==> config.mk <==
export PLATFORM = sky130hd
export DESIGN_NAME = dram_ctrl
export DESIGN_NICKNAME = d
export VERILOG_FILES = /design/src/rtl/dram_pkg.sv /design/src/rtl/dram_ref_timer.sv /design/src/rtl/dram_ref_row.sv /design/src/rtl/dram_ctrl.sv
export SDC_FILE = /design/constraint.sdc
export NUM_CORES = 1
export LEC_CHECK = 0
export ABC_AREA = 1
export BUFFER_PORTS_ARGS = -buffer_cell sky130_fd_sc_hd__buf_2
export CORE_UTILIZATION = 53
export DETAILED_ROUTE_END_ITERATION = 12
export PLACE_DENSITY = 0.73
export SYNTH_ARGS = -nofsm -noshare
export SYNTH_HDL_FRONTEND = slang
export SYNTH_SLANG_ARGS = --single-unit
==> constraint.sdc <==
create_clock -name clk -period 1.4 [get_ports clk]
set_input_delay 0.21 -clock clk [delete_from_list [all_inputs] [get_ports clk]]
set_output_delay 0.21 -clock clk [all_outputs]
set_load 0.01 [all_outputs]
==> src/rtl/dram_pkg.sv <==
package dram_pkg;
    typedef enum logic [3:0] {
        ST_IDLE,
        ST_PRE,
        ST_ROW,
        ST_COL,
        ST_CAS,
        ST_OPEN,
        ST_RFR,
        ST_CBR_C,
        ST_CBR_R
    } dram_st_e;

    localparam logic MODE_ROWONLY = 1'b0;
    localparam logic MODE_CBR     = 1'b1;
endpackage

==> src/rtl/dram_ref_timer.sv <==
module dram_ref_timer #(
    parameter int REF_CYCLES = 3125
) (
    input  logic clk,
    input  logic rst_n,
    input  logic ack,
    output logic pend
);
    localparam int TW = $clog2(REF_CYCLES + 1);

    typedef struct packed {
        logic [TW-1:0] cnt;
        logic          pend;
    } tmr_t;

    tmr_t d, q;

    always_comb begin
        d = q;
        if (ack) d.pend = 1'b0;
        if (q.cnt == '0) begin
            d.cnt  = TW'(REF_CYCLES - 1);
            d.pend = 1'b1;
        end else begin
            d.cnt = q.cnt - 1'b1;
        end
    end

    always_ff @(posedge clk) begin
        if (!rst_n) begin
            q.cnt  <= TW'(REF_CYCLES - 1);
            q.pend <= 1'b0;
        end else begin
            q <= d;
        end
    end

    assign pend = q.pend;


    pend_hold_chk: assert property (@(posedge clk) disable iff (!rst_n)
        (q.pend && !ack) |=> q.pend);
endmodule

==> src/rtl/dram_ref_row.sv <==
module dram_ref_row #(
    parameter int ROW_W = 6
) (
    input  logic             clk,
    input  logic             rst_n,
    input  logic             adv,
    output logic [ROW_W-1:0] row
);
    logic [ROW_W-1:0] row_d, row_q;

    always_comb begin
        row_d = row_q;
        if (adv) row_d = row_q + 1'b1;
    end

    always_ff @(posedge clk) begin
        if (!rst_n) row_q <= '0;
        else        row_q <= row_d;
    end

    assign row = row_q;


    row_step_chk: assert property (@(posedge clk) disable iff (!rst_n)
        adv |=> (row_q == $past(row_q) + 1'b1));
endmodule

==> src/rtl/dram_ctrl.sv <==
module dram_ctrl
    import dram_pkg::*;
#(
    parameter int ADDR_W     = 12,
    parameter int REF_CYCLES = 3125,
    parameter int T_RCD      = 2,
    parameter int T_CAS      = 2,
    parameter int T_PRE      = 3,
    parameter int T_RFR      = 3,
    parameter int T_CBR      = 1
) (
    input  logic                clk,
    input  logic                rst_n,
    input  logic                ref_mode,
    input  logic                req_valid,
    input  logic                req_write,
    input  logic [ADDR_W-1:0]   req_addr,
    input  logic                req_wdata,
    output logic                req_ready,
    output logic                rd_data,
    output logic [ADDR_W/2-1:0] dram_addr,
    output logic                dram_ras_n,
    output logic                dram_cas_n,
    output logic                dram_we_n,
    output logic                dram_wdata,
    input  logic                dram_rdata
);
    localparam int ROW_W = ADDR_W / 2;
    localparam int COL_W = ADDR_W - ROW_W;
    localparam int T_A   = (T_RCD > T_CAS) ? T_RCD : T_CAS;
    localparam int T_B   = (T_PRE > T_RFR) ? T_PRE : T_RFR;
    localparam int T_C   = (T_A > T_B) ? T_A : T_B;
    localparam int T_MAX = (T_C > T_CBR) ? T_C : T_CBR;
    localparam int CNT_W = $clog2(T_MAX + 1);

    typedef struct packed {
        dram_st_e          st;
        logic [CNT_W-1:0]  cnt;
        logic              ras_n;
        logic              cas_n;
        logic              we_n;
        logic [ROW_W-1:0]  addr;
        logic              dout;
        logic              rdata;
        logic              ready;
        logic [ROW_W-1:0]  open_row;
        logic [ADDR_W-1:0] cur_addr;
        logic              cur_wr;
        logic              cur_wd;
    } ctl_t;

    ctl_t d, q;
    logic             ref_pend, ref_ack, row_adv, req_go, cnt_done;
    logic [ROW_W-1:0] ref_row, req_row;

    dram_ref_timer #(.REF_CYCLES(REF_CYCLES)) u_timer (
        .clk(clk), .rst_n(rst_n), .ack(ref_ack), .pend(ref_pend)
    );

    dram_ref_row #(.ROW_W(ROW_W)) u_row (
        .clk(clk), .rst_n(rst_n), .adv(row_adv), .row(ref_row)
    );

    assign req_go   = req_valid && !q.ready;
    assign req_row  = req_addr[ADDR_W-1 -: ROW_W];
    assign cnt_done = (q.cnt == '0);

    always_comb begin
        d       = q;
        d.ready = 1'b0;
        ref_ack = 1'b0;
        row_adv = 1'b0;
        unique case (q.st)
            ST_IDLE: begin
                d.ras_n = 1'b1;
                d.cas_n = 1'b1;
                d.we_n  = 1'b1;
                if (ref_pend) begin
                    ref_ack = 1'b1;
                    if (ref_mode == MODE_CBR) begin
                        d.st    = ST_CBR_C;
                        d.cas_n = 1'b0;
                        d.addr  = '0;
                        d.cnt   = CNT_W'(T_CBR - 1);
                    end else begin
                        d.st    = ST_RFR;
                        d.ras_n = 1'b0;
                        d.addr  = ref_row;
                        d.cnt   = CNT_W'(T_RFR - 1);
                    end
                end else if (req_go) begin
                    d.st       = ST_ROW;
                    d.ras_n    = 1'b0;
                    d.addr     = req_row;
                    d.cnt      = CNT_W'(T_RCD - 1);
                    d.cur_addr = req_addr;
                    d.cur_wr   = req_write;
                    d.cur_wd   = req_wdata;
                end
            end
            ST_ROW: begin
                if (cnt_done) begin
                    d.st   = ST_COL;
                    d.addr = q.cur_addr[COL_W-1:0];
                    d.we_n = !q.cur_wr;
                    d.dout = q.cur_wd;
                end else begin
                    d.cnt = q.cnt - 1'b1;
                end
            end
            ST_COL: begin
                d.st    = ST_CAS;
                d.cas_n = 1'b0;
                d.cnt   = CNT_W'(T_CAS - 1);
            end
            ST_CAS: begin
                if (cnt_done) begin
                    if (!q.cur_wr) d.rdata = dram_rdata;
                    d.ready    = 1'b1;
                    d.cas_n    = 1'b1;
                    d.we_n     = 1'b1;
                    d.open_row = q.cur_addr[ADDR_W-1 -: ROW_W];
                    d.st       = ST_OPEN;
                end else begin
                    d.cnt = q.cnt - 1'b1;
                end
            end
            ST_OPEN: begin
                if (ref_pend || (req_go && req_row != q.open_row)) begin
                    d.st    = ST_PRE;
                    d.ras_n = 1'b1;
                    d.cnt   = CNT_W'(T_PRE - 1);
                end else if (req_go) begin
                    d.st       = ST_COL;
                    d.addr     = req_addr[COL_W-1:0];
                    d.we_n     = !req_write;
                    d.dout     = req_wdata;
                    d.cur_addr = req_addr;
                    d.cur_wr   = req_write;
                    d.cur_wd   = req_wdata;
                end
            end
            ST_PRE: begin
                if (cnt_done) d.st  = ST_IDLE;
                else          d.cnt = q.cnt - 1'b1;
            end
            ST_RFR: begin
                if (cnt_done) begin
                    d.ras_n = 1'b1;
                    d.st    = ST_PRE;
                    d.cnt   = CNT_W'(T_PRE - 1);
                    row_adv = 1'b1;
                end else begin
                    d.cnt = q.cnt - 1'b1;
                end
            end
            ST_CBR_C: begin
                if (cnt_done) begin
                    d.ras_n = 1'b0;
                    d.st    = ST_CBR_R;
                    d.cnt   = CNT_W'(T_RFR - 1);
                end else begin
                    d.cnt = q.cnt - 1'b1;
                end
            end
            ST_CBR_R: begin
                if (cnt_done) begin
                    d.ras_n = 1'b1;
                    d.cas_n = 1'b1;
                    d.st    = ST_PRE;
                    d.cnt   = CNT_W'(T_PRE - 1);
                end else begin
                    d.cnt = q.cnt - 1'b1;
                end
            end
            default: d.st = ST_IDLE;
        endcase
    end

    always_ff @(posedge clk) begin
        if (!rst_n) begin
            q       <= '0;
            q.st    <= ST_IDLE;
            q.ras_n <= 1'b1;
            q.cas_n <= 1'b1;
            q.we_n  <= 1'b1;
        end else begin
            q <= d;
        end
    end

    assign req_ready  = q.ready;
    assign rd_data    = q.rdata;
    assign dram_addr  = q.addr;
    assign dram_ras_n = q.ras_n;
    assign dram_cas_n = q.cas_n;
    assign dram_we_n  = q.we_n;
    assign dram_wdata = q.dout;

    // Count of consecutive row-strobe-high cycles; reset counts as precharged.
    logic [CNT_W-1:0] hi_cnt_q;
    always_ff @(posedge clk) begin
        if (!rst_n)            hi_cnt_q <= CNT_W'(T_PRE);
        else if (!q.ras_n)     hi_cnt_q <= '0;
        else if (hi_cnt_q < CNT_W'(T_PRE)) hi_cnt_q <= hi_cnt_q + 1'b1;
    end


    precharge_min_chk: assert property (@(posedge clk) disable iff (!rst_n)
        $fell(q.ras_n) |-> (hi_cnt_q >= CNT_W'(T_PRE)));


    ready_pulse_chk: assert property (@(posedge clk) disable iff (!rst_n)
        q.ready |=> !q.ready);


    we_stable_chk: assert property (@(posedge clk) disable iff (!rst_n)
        (!q.cas_n && !$past(q.cas_n)) |-> $stable(q.we_n));


    cbr_addr_chk: assert property (@(posedge clk) disable iff (!rst_n)
        ($fell(q.ras_n) && !q.cas_n) |-> (q.addr == '0));


    ref_priority_chk: assert property (@(posedge clk) disable iff (!rst_n)
        (q.st == ST_IDLE && ref_pend) |=> (q.st == ST_RFR || q.st == ST_CBR_C));
endmodule

==> run_results.csv, run 1 <==
group,metric,value,unit
run_status,outcome,"complete, but fails checks",
run_status,violations,"setup timing",
synth,synthMuxAreaShare,0,
layout,final_common_cell,"nand2_1",
synth,synth_enable_flop_cells,0,
synth,synth_top_area_frac,0.376,
synth,synth_compound_area_frac,0.118,
global_routing,antenna_found_initial,0,
placement,portBuffers,30,
drt,dr.pass1.iters,4,
drt,drtIter0Drc,265,
clock_tree,cts.sinks,57,
layout,final_area,4240,µm²
job,maxCapViolations,0,
synth,synth-xor-area-share,0.0116,
critical_path,slowest_stage,"dfxtp_2",
critical_path,path_depth,9,
clock_tree,path_clk_slew,0.07,ns
sta,setup_tns,-3.00,ns
clock_tree,hold_buffers,0,
pwr,combPwrFrac,0.507,
synth,yosys.area_share.simple,0.367,
sta,tightest_slew,0.272,ns
layout,diodes,0,
pwr,power.leakage,2.07,nW
floorplanning,die_area,6030,µm²
critical_path,required,1.61,ns
floorplanning,die_w,77.6,µm
placement,dpl.hpwl,5660,µm
clock_tree,clockBufferDepth,2,
critical_path,crit_family,"simple AND/OR/NAND/NOR gates",
synth,syn_inst,464,
pwr,p_sw,0.00318,W
global_routing,grt_max_degree,29,
synth,ys_ff_latch,57,
pwr,ir_drop,0.00114,V
synth,synth_flop_cell,"dfxtp_1",
global_routing,grt_remaining_overflow,0,
floorplanning,rows,27,
floorplanning,die_y,77.6,µm
floorplanning,pin_count,31,
global_routing,grt_pass1_wl,13400,µm
layout,syn_to_final_growth,39.9,%
pwr,power_frac_seq,0.283,
drt,ant_nets,0,
pwr,pwr_density_cell,1840,nW/µm²
drt,post_drt_wl_per_cell,13.6,µm
drt,drc,0,
critical_path,critPathCaptureType,"register",
floorplanning,coreArea,5510,µm²
critical_path,arrival,1.78,ns
hold_path,min_path_type,"in -> reg",
critical_path,crit_fanout,6,
sta,min_period,1.57,ns
sta,relSlewSlack,0.818,
synth,ys_async_sr_fraction,0,
placement,place_area,3650,µm²
sta,setup_viol,33,
floorplanning,initial_core_util,0.551,
synth,synth.yosys.seq_area_share,0.376,
sta,hold_violations,0,
global_routing,grt_pass1_vias,3013,
clock_tree,cts_tree,"done",
placement,place.gp.congestion,0.970,
synth,synth.distinct_cells,35,
layout,fin_nets,577,
critical_path,crit_buf_inv,2,
synth,synth-warning-count,0,
global_routing,gr-usage-all-layers,0.282,
hold_path,hold_depth,3,
clock_tree,cts_root_buffer,"clkbuf_8",
sta,drv_slew,0,
synth,synthTopCellsByArea,"dfxtp_1, nand2_1, nor2_1",
sta,timing.final.ws_setup,-0.167,ns
synth,synth_nets,488,
synth,syn_avg_cell_area,6.54,µm²
pwr,swShare,0.407,
critical_path,path_class,"reg -> reg",
sta,clock_skew,0.0105,ns
sta,period_share,1.12,
layout,mostFrequentLayoutCells,"nand2_1, nor2_1, buf_4",
drt,drt-total-wl,8590,µm
clock_tree,cts_buffers,9,
clock_tree,clk_latency,0.33,ns
layout,layout-drive-gt1-share,0.348,
synth,synthAdderAreaFrac,0.0206,
sta,fmax,638,MHz
synth,synth_top_family_by_area,"simple AND/OR/NAND/NOR gates",
drt,via_count,3276,
pwr,intPower,0.00463,W
clock_tree,htreeDepth,3,
critical_path,start_kind,"register",
critical_path,cpPeakStageDelay,0.37,ns
drt,routed_via_density,5.20,
synth,yosysTopAreaCell,"dfxtp_1",
synth,syn_area,3030,µm²
critical_path,path_cells,"nor2_4 -> buf_4 -> nand2_1 -> a21oi_2 -> nor2_2 -> nand2_2 -> inv_2 -> o21ai_0 -> a21oi_1",
pwr,pwr-share-clk,0.210,
sta,rsz0062_at_grt,"yes",
critical_path,worst-r2r-cell-count,9,
-- path summary, 6_finish.rpt --
check	start	to	slack (ns)
setup / recovery	q[37]	q[36]	-0.17
hold / removal	req_addr[2]	q[4]	0.14
setup reg to reg	q[37]	q[36]	-0.17
hold reg to reg	u_timer.q[1]	u_timer.q[1]	0.43
-- final cells by class --
class                      instances  area (µm²)
inverter                          62         253
sequential                        57        1160
fill                             408        1260
timing repair inverter             1        8.76
multi-input combinational        332        1870
clock inverter                     2        35.0
clock buffer                      14         173
tap                               72        90.1
timing repair buffer              90         661
-- registers in the layout (all words and copies together) (netlist names) --
register / flops
dram_wdata: 1
q: 26
rd_data: 1
u_row.row: 6
req_ready: 1
u_timer.pend: 1
dram_ras_n: 1
dram_addr: 6
dram_cas_n: 1
u_timer.q: 12
dram_we_n: 1
-- metal layers --
layer / vias to the layer above / part of all wire / track usage / wire length (µm)
li1: 1660 / - / - / -
met2: 98 / 0.47 / 0.471 / 4040
met5: - / 0 / 0 / 0
met3: 26 / 0.047 / 0.0424 / 407
met4: 0 / 0.031 / 0.113 / 266
met1: 1492 / 0.45 / 0.363 / 3870
-- repair_timing --
action | 4_1_cts | 5_1_grt
cloned | 3 | 0
resized for setup | 31 | 63
endpoints found under the setup margin | 40 | 49
pin swaps | 8 | 27
setup buffers | 4 | 5
endpoints found under the hold margin | 0 | 0
-- Yosys cell counts (3+ instances only) --
cell / number
nand2_2: 4
buf_4: 6
clkbuf_1: 4
inv_1: 53
nand4_1: 11
or2_2: 5
buf_2: 3
inv_2: 8
nor3_1: 5
o21ai_1: 3
ha_1: 5
nor2_1: 78
dfxtp_1: 57
o21ai_0: 27
a21oi_1: 29
nand3_1: 33
nor2_4: 3
nand2_1: 106
-- cells by family after synthesis --
group | count (synthesis)
fa+ha+maj | 5
simple gates | 254
buf+inv | 77
compound gates | 67
flops | 57
xor+xnor | 4
-- power groups by stage --
stage          clock [W]  combinational (W)  sequential (W)
2_1_floorplan          0            0.00219         0.00219
3_3_place_gp           0            0.00316         0.00220
3_5_place_dp           0            0.00319         0.00220
4_1_cts          0.00164            0.00349         0.00218
5_1_grt          0.00172            0.00440         0.00224
6_report         0.00164            0.00396         0.00221
-- worst reg2reg max path, stage by stage, from the launching register on --
cell and delay (ns):
dfxtp_2 0.37, nor2_4 0.20, buf_4 0.16, nand2_1 0.12
a21oi_2 0.19, nor2_2 0.07, nand2_2 0.13, inv_2 0.05
o21ai_0 0.07, a21oi_1 0.08
-- stage by stage --
stage                     setup WS (ns)  hold WS [ns]   util  total power (W)  cells
final                            -0.167         0.140  0.771          0.00781    630
after floorplan                -0.00908         0.356      -          0.00438    464
after CTS                       -0.0516         0.138  0.726          0.00731    625
after global placement           -0.124         0.399  0.663          0.00536    602
after detailed placement         -0.162         0.404  0.663          0.00539    602
after global routing             -0.275         0.159  0.771          0.00836    630
Note: power is estimated with default switching activity, not from simulation.
==> inputs of run 2 (changes only) <==
--- a/config.mk
+++ b/config.mk
@@ -6,10 +6,11 @@
 export NUM_CORES = 1
 export LEC_CHECK = 0
 export ABC_AREA = 1
-export BUFFER_PORTS_ARGS = -buffer_cell sky130_fd_sc_hd__buf_2
+export BUFFER_PORTS_ARGS = -buffer_cell sky130_fd_sc_hd__buf_4
 export CORE_UTILIZATION = 53
 export DETAILED_ROUTE_END_ITERATION = 12
 export PLACE_DENSITY = 0.73
+export SKIP_CTS_REPAIR_TIMING = 1
 export SYNTH_ARGS = -nofsm -noshare
 export SYNTH_HDL_FRONTEND = slang
 export SYNTH_SLANG_ARGS = --single-unit
==> run_results.csv, run 2 (synthesis gave the netlist of run 1 again) <==
group,metric,value,unit
run_status,outcome,"complete, but fails checks",
run_status,violations,"setup timing",
global_routing,grt_pass1_wl,12900,µm
critical_path,path_class,"reg -> reg",
drt,routed_via_density,5.10,
sta,tightest_slew,0.267,ns
clock_tree,cts_tree,"done",
sta,hold_violations,0,
critical_path,required,1.64,ns
clock_tree,cts_buffers,9,
floorplanning,die_w,77.6,µm
drt,post_drt_wl_per_cell,12.4,µm
global_routing,grt_max_degree,23,
sta,timing.final.ws_setup,-0.130,ns
drt,via_count,3193,
layout,biggestRegsByFlops,"q (26), u_timer.q (12)",
pwr,ir_drop,0.00154,V
floorplanning,coreArea,5510,µm²
placement,portBuffers,30,
layout,post-route-util,0.749,
global_routing,grt_pass1_vias,2992,
floorplanning,rows,27,
layout,fin_nets,575,
sta,relSlewSlack,0.821,
floorplanning,initial_core_util,0.551,
layout,register_area,1150,µm²
drt,drc,0,
floorplanning,pin_count,31,
critical_path,critPathCaptureType,"register",
global_routing,grt_remaining_overflow,0,
clock_tree,htreeDepth,3,
pwr,power.leakage,2.02,nW
global_routing,antenna_found_initial,0,
sta,setup_viol,29,
pwr,power.total,0.00743,W
clock_tree,clk_latency,0.34,ns
sta,drv_slew,0,
layout,layout-drive-gt1-share,0.319,
layout,syn_to_final_growth,36.1,%
sta,min_period,1.53,ns
placement,place.gp.congestion,0.938,
clock_tree,cts_root_buffer,"clkbuf_8",
floorplanning,die_area,6030,µm²
clock_tree,path_clk_slew,0.07,ns
job,maxCapViolations,0,
layout,fill_cells,453,
drt,ant_nets,0,
drt,drtIter0Drc,182,
critical_path,start_kind,"register",
global_routing,gr-usage-all-layers,0.271,
layout,mostFrequentLayoutCells,"nand2_1, buf_4, nor2_1",
layout,regMostFlops,"q",
sta,clock_skew,0.00719,ns
layout,final_common_cell,"nand2_1",
floorplanning,die_y,77.6,µm
layout,largest_reg_flops,26,
drt,drt-total-wl,7780,µm
sta,fmax,654,MHz
layout,multi_input_area,1750,µm²
clock_tree,cts.sinks,57,
pwr,pwr_density_cell,1800,nW/µm²
critical_path,crit_fanout,7,
clock_tree,clockBufferDepth,2,
sta,rsz0062_at_grt,"yes",
hold_path,min_path_type,"in -> reg",
sta,period_share,1.09,
placement,dpl.hpwl,5580,µm
layout,diodes,0,
drt,dr.pass1.iters,4,
critical_path,arrival,1.77,ns
[run 2: changes by cell type in the layout (fill, tap and decap cells not counted), moves of 3 or more]
cell     previous run  this run
nand2_1            91        97
o21ai_0            12        15
inv_2              10        14
buf_6               6         2
a21oi_1            24        28
nand3_4             6         2
buf_4              51        88
a21oi_2             4         1
nand2_2            14        10
buf_2              30         0
inv_4               5         2
nand2_4             8         4
[run 2: power by group]
group | internal [W] | total [W] | leakage, nW | switching, W
logic | 0.00163 | 0.00373 | 1.46 | 0.00209
clock network | 0.000848 | 0.00151 | 0.0913 | 0.000666
registers | 0.00198 | 0.00219 | 0.469 | 0.000208
[run 2: critical path: stages, from the launching register on]
cell and delay, ns:
dfxtp_2 0.34, buf_4 0.14, nor2_4 0.12, nand2_2 0.13
nand2_4 0.13, nor2_4 0.05, nor2_4 0.19, buf_4 0.14
nand4_1 0.08, nand2_1 0.06, nor2_1 0.04
[run 2: through the flow]
step	setup slack [ns]	hold slack [ns]	std cells	instance area, µm²	TNS [ns]
2_1_floorplan	-0.00908	0.356	464	3090	-0.0908
3_3_place_gp	-0.125	0.400	607	3720	-2.58
3_5_place_dp	-0.158	0.407	607	3720	-3.81
4_1_cts	-0.199	0.118	621	3910	-4.54
5_1_grt	-0.253	0.141	626	4130	-5.37
6_report	-0.130	0.121	626	4130	-2.20
[run 2: area by class of cell]
type / instances / area share
multi-input combinational: 330 / 0.424
clock buffer: 11 / 0.0343
timing repair buffer: 91 / 0.170
sequential: 57 / 0.279
inverter: 62 / 0.0606
clock inverter: 3 / 0.0103
tap: 72 / 0.0218
[run 2: final timing paths]
check	cells after the start	endpoint	start	slack, ns
worst min-delay path	3	q[4]	req_addr[2]	0.12
worst min register to register	1	u_timer.q[1]	u_timer.q[1]	0.43
worst max-delay path	10	dram_addr[4]	q[34]	-0.13
worst max register to register	10	dram_addr[4]	q[34]	-0.13
[run 2: routing by layer]
| layer | share of wire | GRT usage | routed length (µm) |
|---|---|---|---|
| met5 | 0 | 0 | 0 |
| met4 | 0.024 | 0.121 | 190 |
| met3 | 0.044 | 0.0459 | 344 |
| met2 | 0.47 | 0.450 | 3670 |
| met1 | 0.46 | 0.344 | 3570 |
==> inputs of run 3 (changes only) <==
--- a/config.mk
+++ b/config.mk
@@ -7,10 +7,13 @@
 export LEC_CHECK = 0
 export ABC_AREA = 1
 export BUFFER_PORTS_ARGS = -buffer_cell sky130_fd_sc_hd__buf_4
-export CORE_UTILIZATION = 53
+export CORE_UTILIZATION = 55
+export CTS_BUF_LIST = sky130_fd_sc_hd__clkbuf_4 sky130_fd_sc_hd__clkbuf_8
+export CTS_CLUSTER_SIZE = 8
 export DETAILED_ROUTE_END_ITERATION = 12
-export PLACE_DENSITY = 0.73
+export PLACE_DENSITY = 0.75
 export SKIP_CTS_REPAIR_TIMING = 1
 export SYNTH_ARGS = -nofsm -noshare
 export SYNTH_HDL_FRONTEND = slang
+export SYNTH_HIERARCHICAL = 1
 export SYNTH_SLANG_ARGS = --single-unit
==> run_results.csv, run 3 <==
group,metric,value,unit
sta,fmax,614,MHz
critical_path,path_class,"reg -> reg",
job,maxCapViolations,0,
pwr,pwr-share-clk,0.198,
pwr,power.leakage,1.94,nW
synth,synth-warning-count,6,
synth,synthTopCellsByCount,"nand2_1, nor2_1, dfxtp_1",
sta,rsz0062_at_grt,"yes",
critical_path,arrival,1.86,ns
sta,timing.final.ws_setup,-0.228,ns
synth,ys_ff_latch,57,
synth,synth.distinct_cells,34,
clock_tree,cts.sinks,57,
sta,min_period,1.63,ns
placement,place.gp.congestion,0.982,
placement,dpl.hpwl,5300,µm
critical_path,slowest_stage,"dfxtp_4",
layout,fin_nets,557,
floorplanning,coreArea,5270,µm²
layout,mostFrequentLayoutCells,"nand2_1, nor2_1, buf_4",
sta,setup_viol,34,
synth,synth_most_common_cell,"nand2_1",
layout,multi_input_area,1870,µm²
sta,hold_violations,0,
synth,yosysTopAreaCell,"dfxtp_1",
placement,dp_cells,578,
placement,place_area,3620,µm²
run_status,outcome,"complete, but fails checks",
drt,routed_via_density,5.50,
critical_path,cpPeakStageDelay,0.38,ns
synth,ys_async_sr_fraction,0,
layout,regMostFlops,"q",
layout,syn_to_final_growth,35.2,%
pwr,power_frac_seq,0.294,
synth,syn_avg_cell_area,6.80,µm²
floorplanning,initial_core_util,0.588,
sta,drv_slew,0,
synth,synthTopCellsByArea,"dfxtp_1, nand2_1, nor2_1",
layout,layoutNonFillerInstCount,608,
synth,synth_top_area_frac,0.368,
pwr,intPower,0.00467,W
drt,post_drt_wl_per_cell,14.7,µm
drt,drt-total-wl,8940,µm
synth,synth.yosys.seq_area_share,0.368,
drt,drtIter0Drc,363,
clock_tree,clk_latency,0.34,ns
critical_path,crit_family,"simple AND/OR/NAND/NOR gates",
floorplanning,die_area,5940,µm²
layout,post-route-util,0.795,
layout,largest_reg_flops,26,
pwr,p_sw,0.00338,W
drt,ant_nets,0,
layout,diodes,0,
layout,biggestRegsByFlops,"q (26), u_timer/q (12)",
sta,period_share,1.16,
clock_tree,cts_root_buffer,"clkbuf_8",
placement,portBuffers,30,
clock_tree,htreeDepth,3,
clock_tree,path_clk_slew,0.07,ns
layout,fill_cells,370,
critical_path,required,1.64,ns
synth,synth_nets,479,
synth,synth_flop_cell,"dfxtp_1",
layout,layout-drive-gt1-share,0.340,
synth,syn_area,3100,µm²
global_routing,grt_max_degree,31,
floorplanning,die_w,77.1,µm
drt,dr.pass1.iters,6,
sta,relSlewSlack,0.815,
global_routing,grt_pass1_vias,2703,
sta,setup_tns,-4.93,ns
global_routing,grt_remaining_overflow,0,
critical_path,crit_fanout,6,
synth,synth_enable_flop_cells,0,
critical_path,start_kind,"register",
clock_tree,cts_buffers,9,
critical_path,path_cells,"inv_4 -> nor2_4 -> nand2_4 -> clkinv_4 -> nand3_4 -> buf_12 -> nand2_8 -> clkinv_8 -> nor2_2 -> nor2_1",
critical_path,critPathCaptureType,"register",
floorplanning,rows,26,
drt,drc,0,
run_status,violations,"setup timing",
hold_path,min_path_type,"in -> reg",
clock_tree,cts_tree,"done",
floorplanning,pin_count,31,
sta,tightest_slew,0.276,ns
global_routing,grt_pass1_wl,12400,µm
sta,clock_skew,0.00989,ns
floorplanning,die_y,77.1,µm
drt,via_count,3342,
layout,final_area,4190,µm²
layout,final_common_cell,"nand2_1",
global_routing,gr-usage-all-layers,0.265,
critical_path,crit_buf_inv,4,
synth,syn_inst,456,
clock_tree,clockBufferDepth,2,
pwr,ir_drop,0.000952,V
pwr,swShare,0.420,
pwr,power.total,0.00805,W
pwr,combPwrFrac,0.509,
layout,register_area,1160,µm²
pwr,pwr_density_cell,1920,nW/µm²
global_routing,antenna_found_initial,0,
==> run 3: worst min-delay path, cell delays in order <==
cell     delay (ns)
buf_4          0.09
o21ai_1        0.06
nor2_1         0.07
==> run 3: power by group through the flow <==
stage	logic (W)	registers [W]	clock network, W
4_1_cts	0.00301	0.00230	0.00159
6_report	0.00409	0.00236	0.00159
2_1_floorplan	0.00210	0.00231	0
5_1_grt	0.00443	0.00241	0.00168
3_5_place_dp	0.00296	0.00233	0
3_3_place_gp	0.00294	0.00231	0
==> run 3: per-stage QoR <==
stage	hold slack, ns	setup WS, ns
detailed placement	0.406	-0.113
floorplan	0.331	-0.0192
CTS	0.118	-0.163
finish	0.117	-0.228
global placement	0.401	-0.0717
global route	0.134	-0.285
==> run 3: final timing paths <==
kind	cells after the start	slack [ns]	start	endpoint
worst max-delay path	10	-0.23	q[36]	dram_addr[0]
worst max register to register	10	-0.23	q[36]	dram_addr[0]
worst min register to register	1	0.41	u_timer/q[1]	u_timer/q[1]
worst min-delay path	3	0.12	req_addr[3]	q[5]
==> run 3: final cells by class <==
| cell class | instances | share of cell area |
|---|---|---|
| Clock buffer | 12 | 0.0379 |
| Inverter | 53 | 0.0582 |
| Timing Repair Buffer | 77 | 0.148 |
| Timing Repair inverter | 1 | 0.00209 |
| Clock inverter | 3 | 0.00956 |
| Tap cell | 70 | 0.0209 |
| Sequential cell | 57 | 0.277 |
| Multi-Input combinational cell | 335 | 0.446 |
==> run 3: per-layer routing <==
layer / track usage / vias to the layer above / routed length (µm)
met5: 0 / - / 0
met4: 0.132 / 0 / 415
met3: 0.0440 / 47 / 671
met2: 0.423 / 166 / 4110
met1: 0.346 / 1517 / 3740
li1: - / 1612 / -
==> run 3: kinds of logic (layout without fill, tap and decap cells) <==
logic type      Yosys count  after routing  synth area share
xor+xnor                  3              3           0.00848
flops                    57             57             0.368
fa+ha+maj                 4              4            0.0161
buf+inv                  65            146            0.0969
simple gates            252            253             0.381
compound gates           75             75             0.130
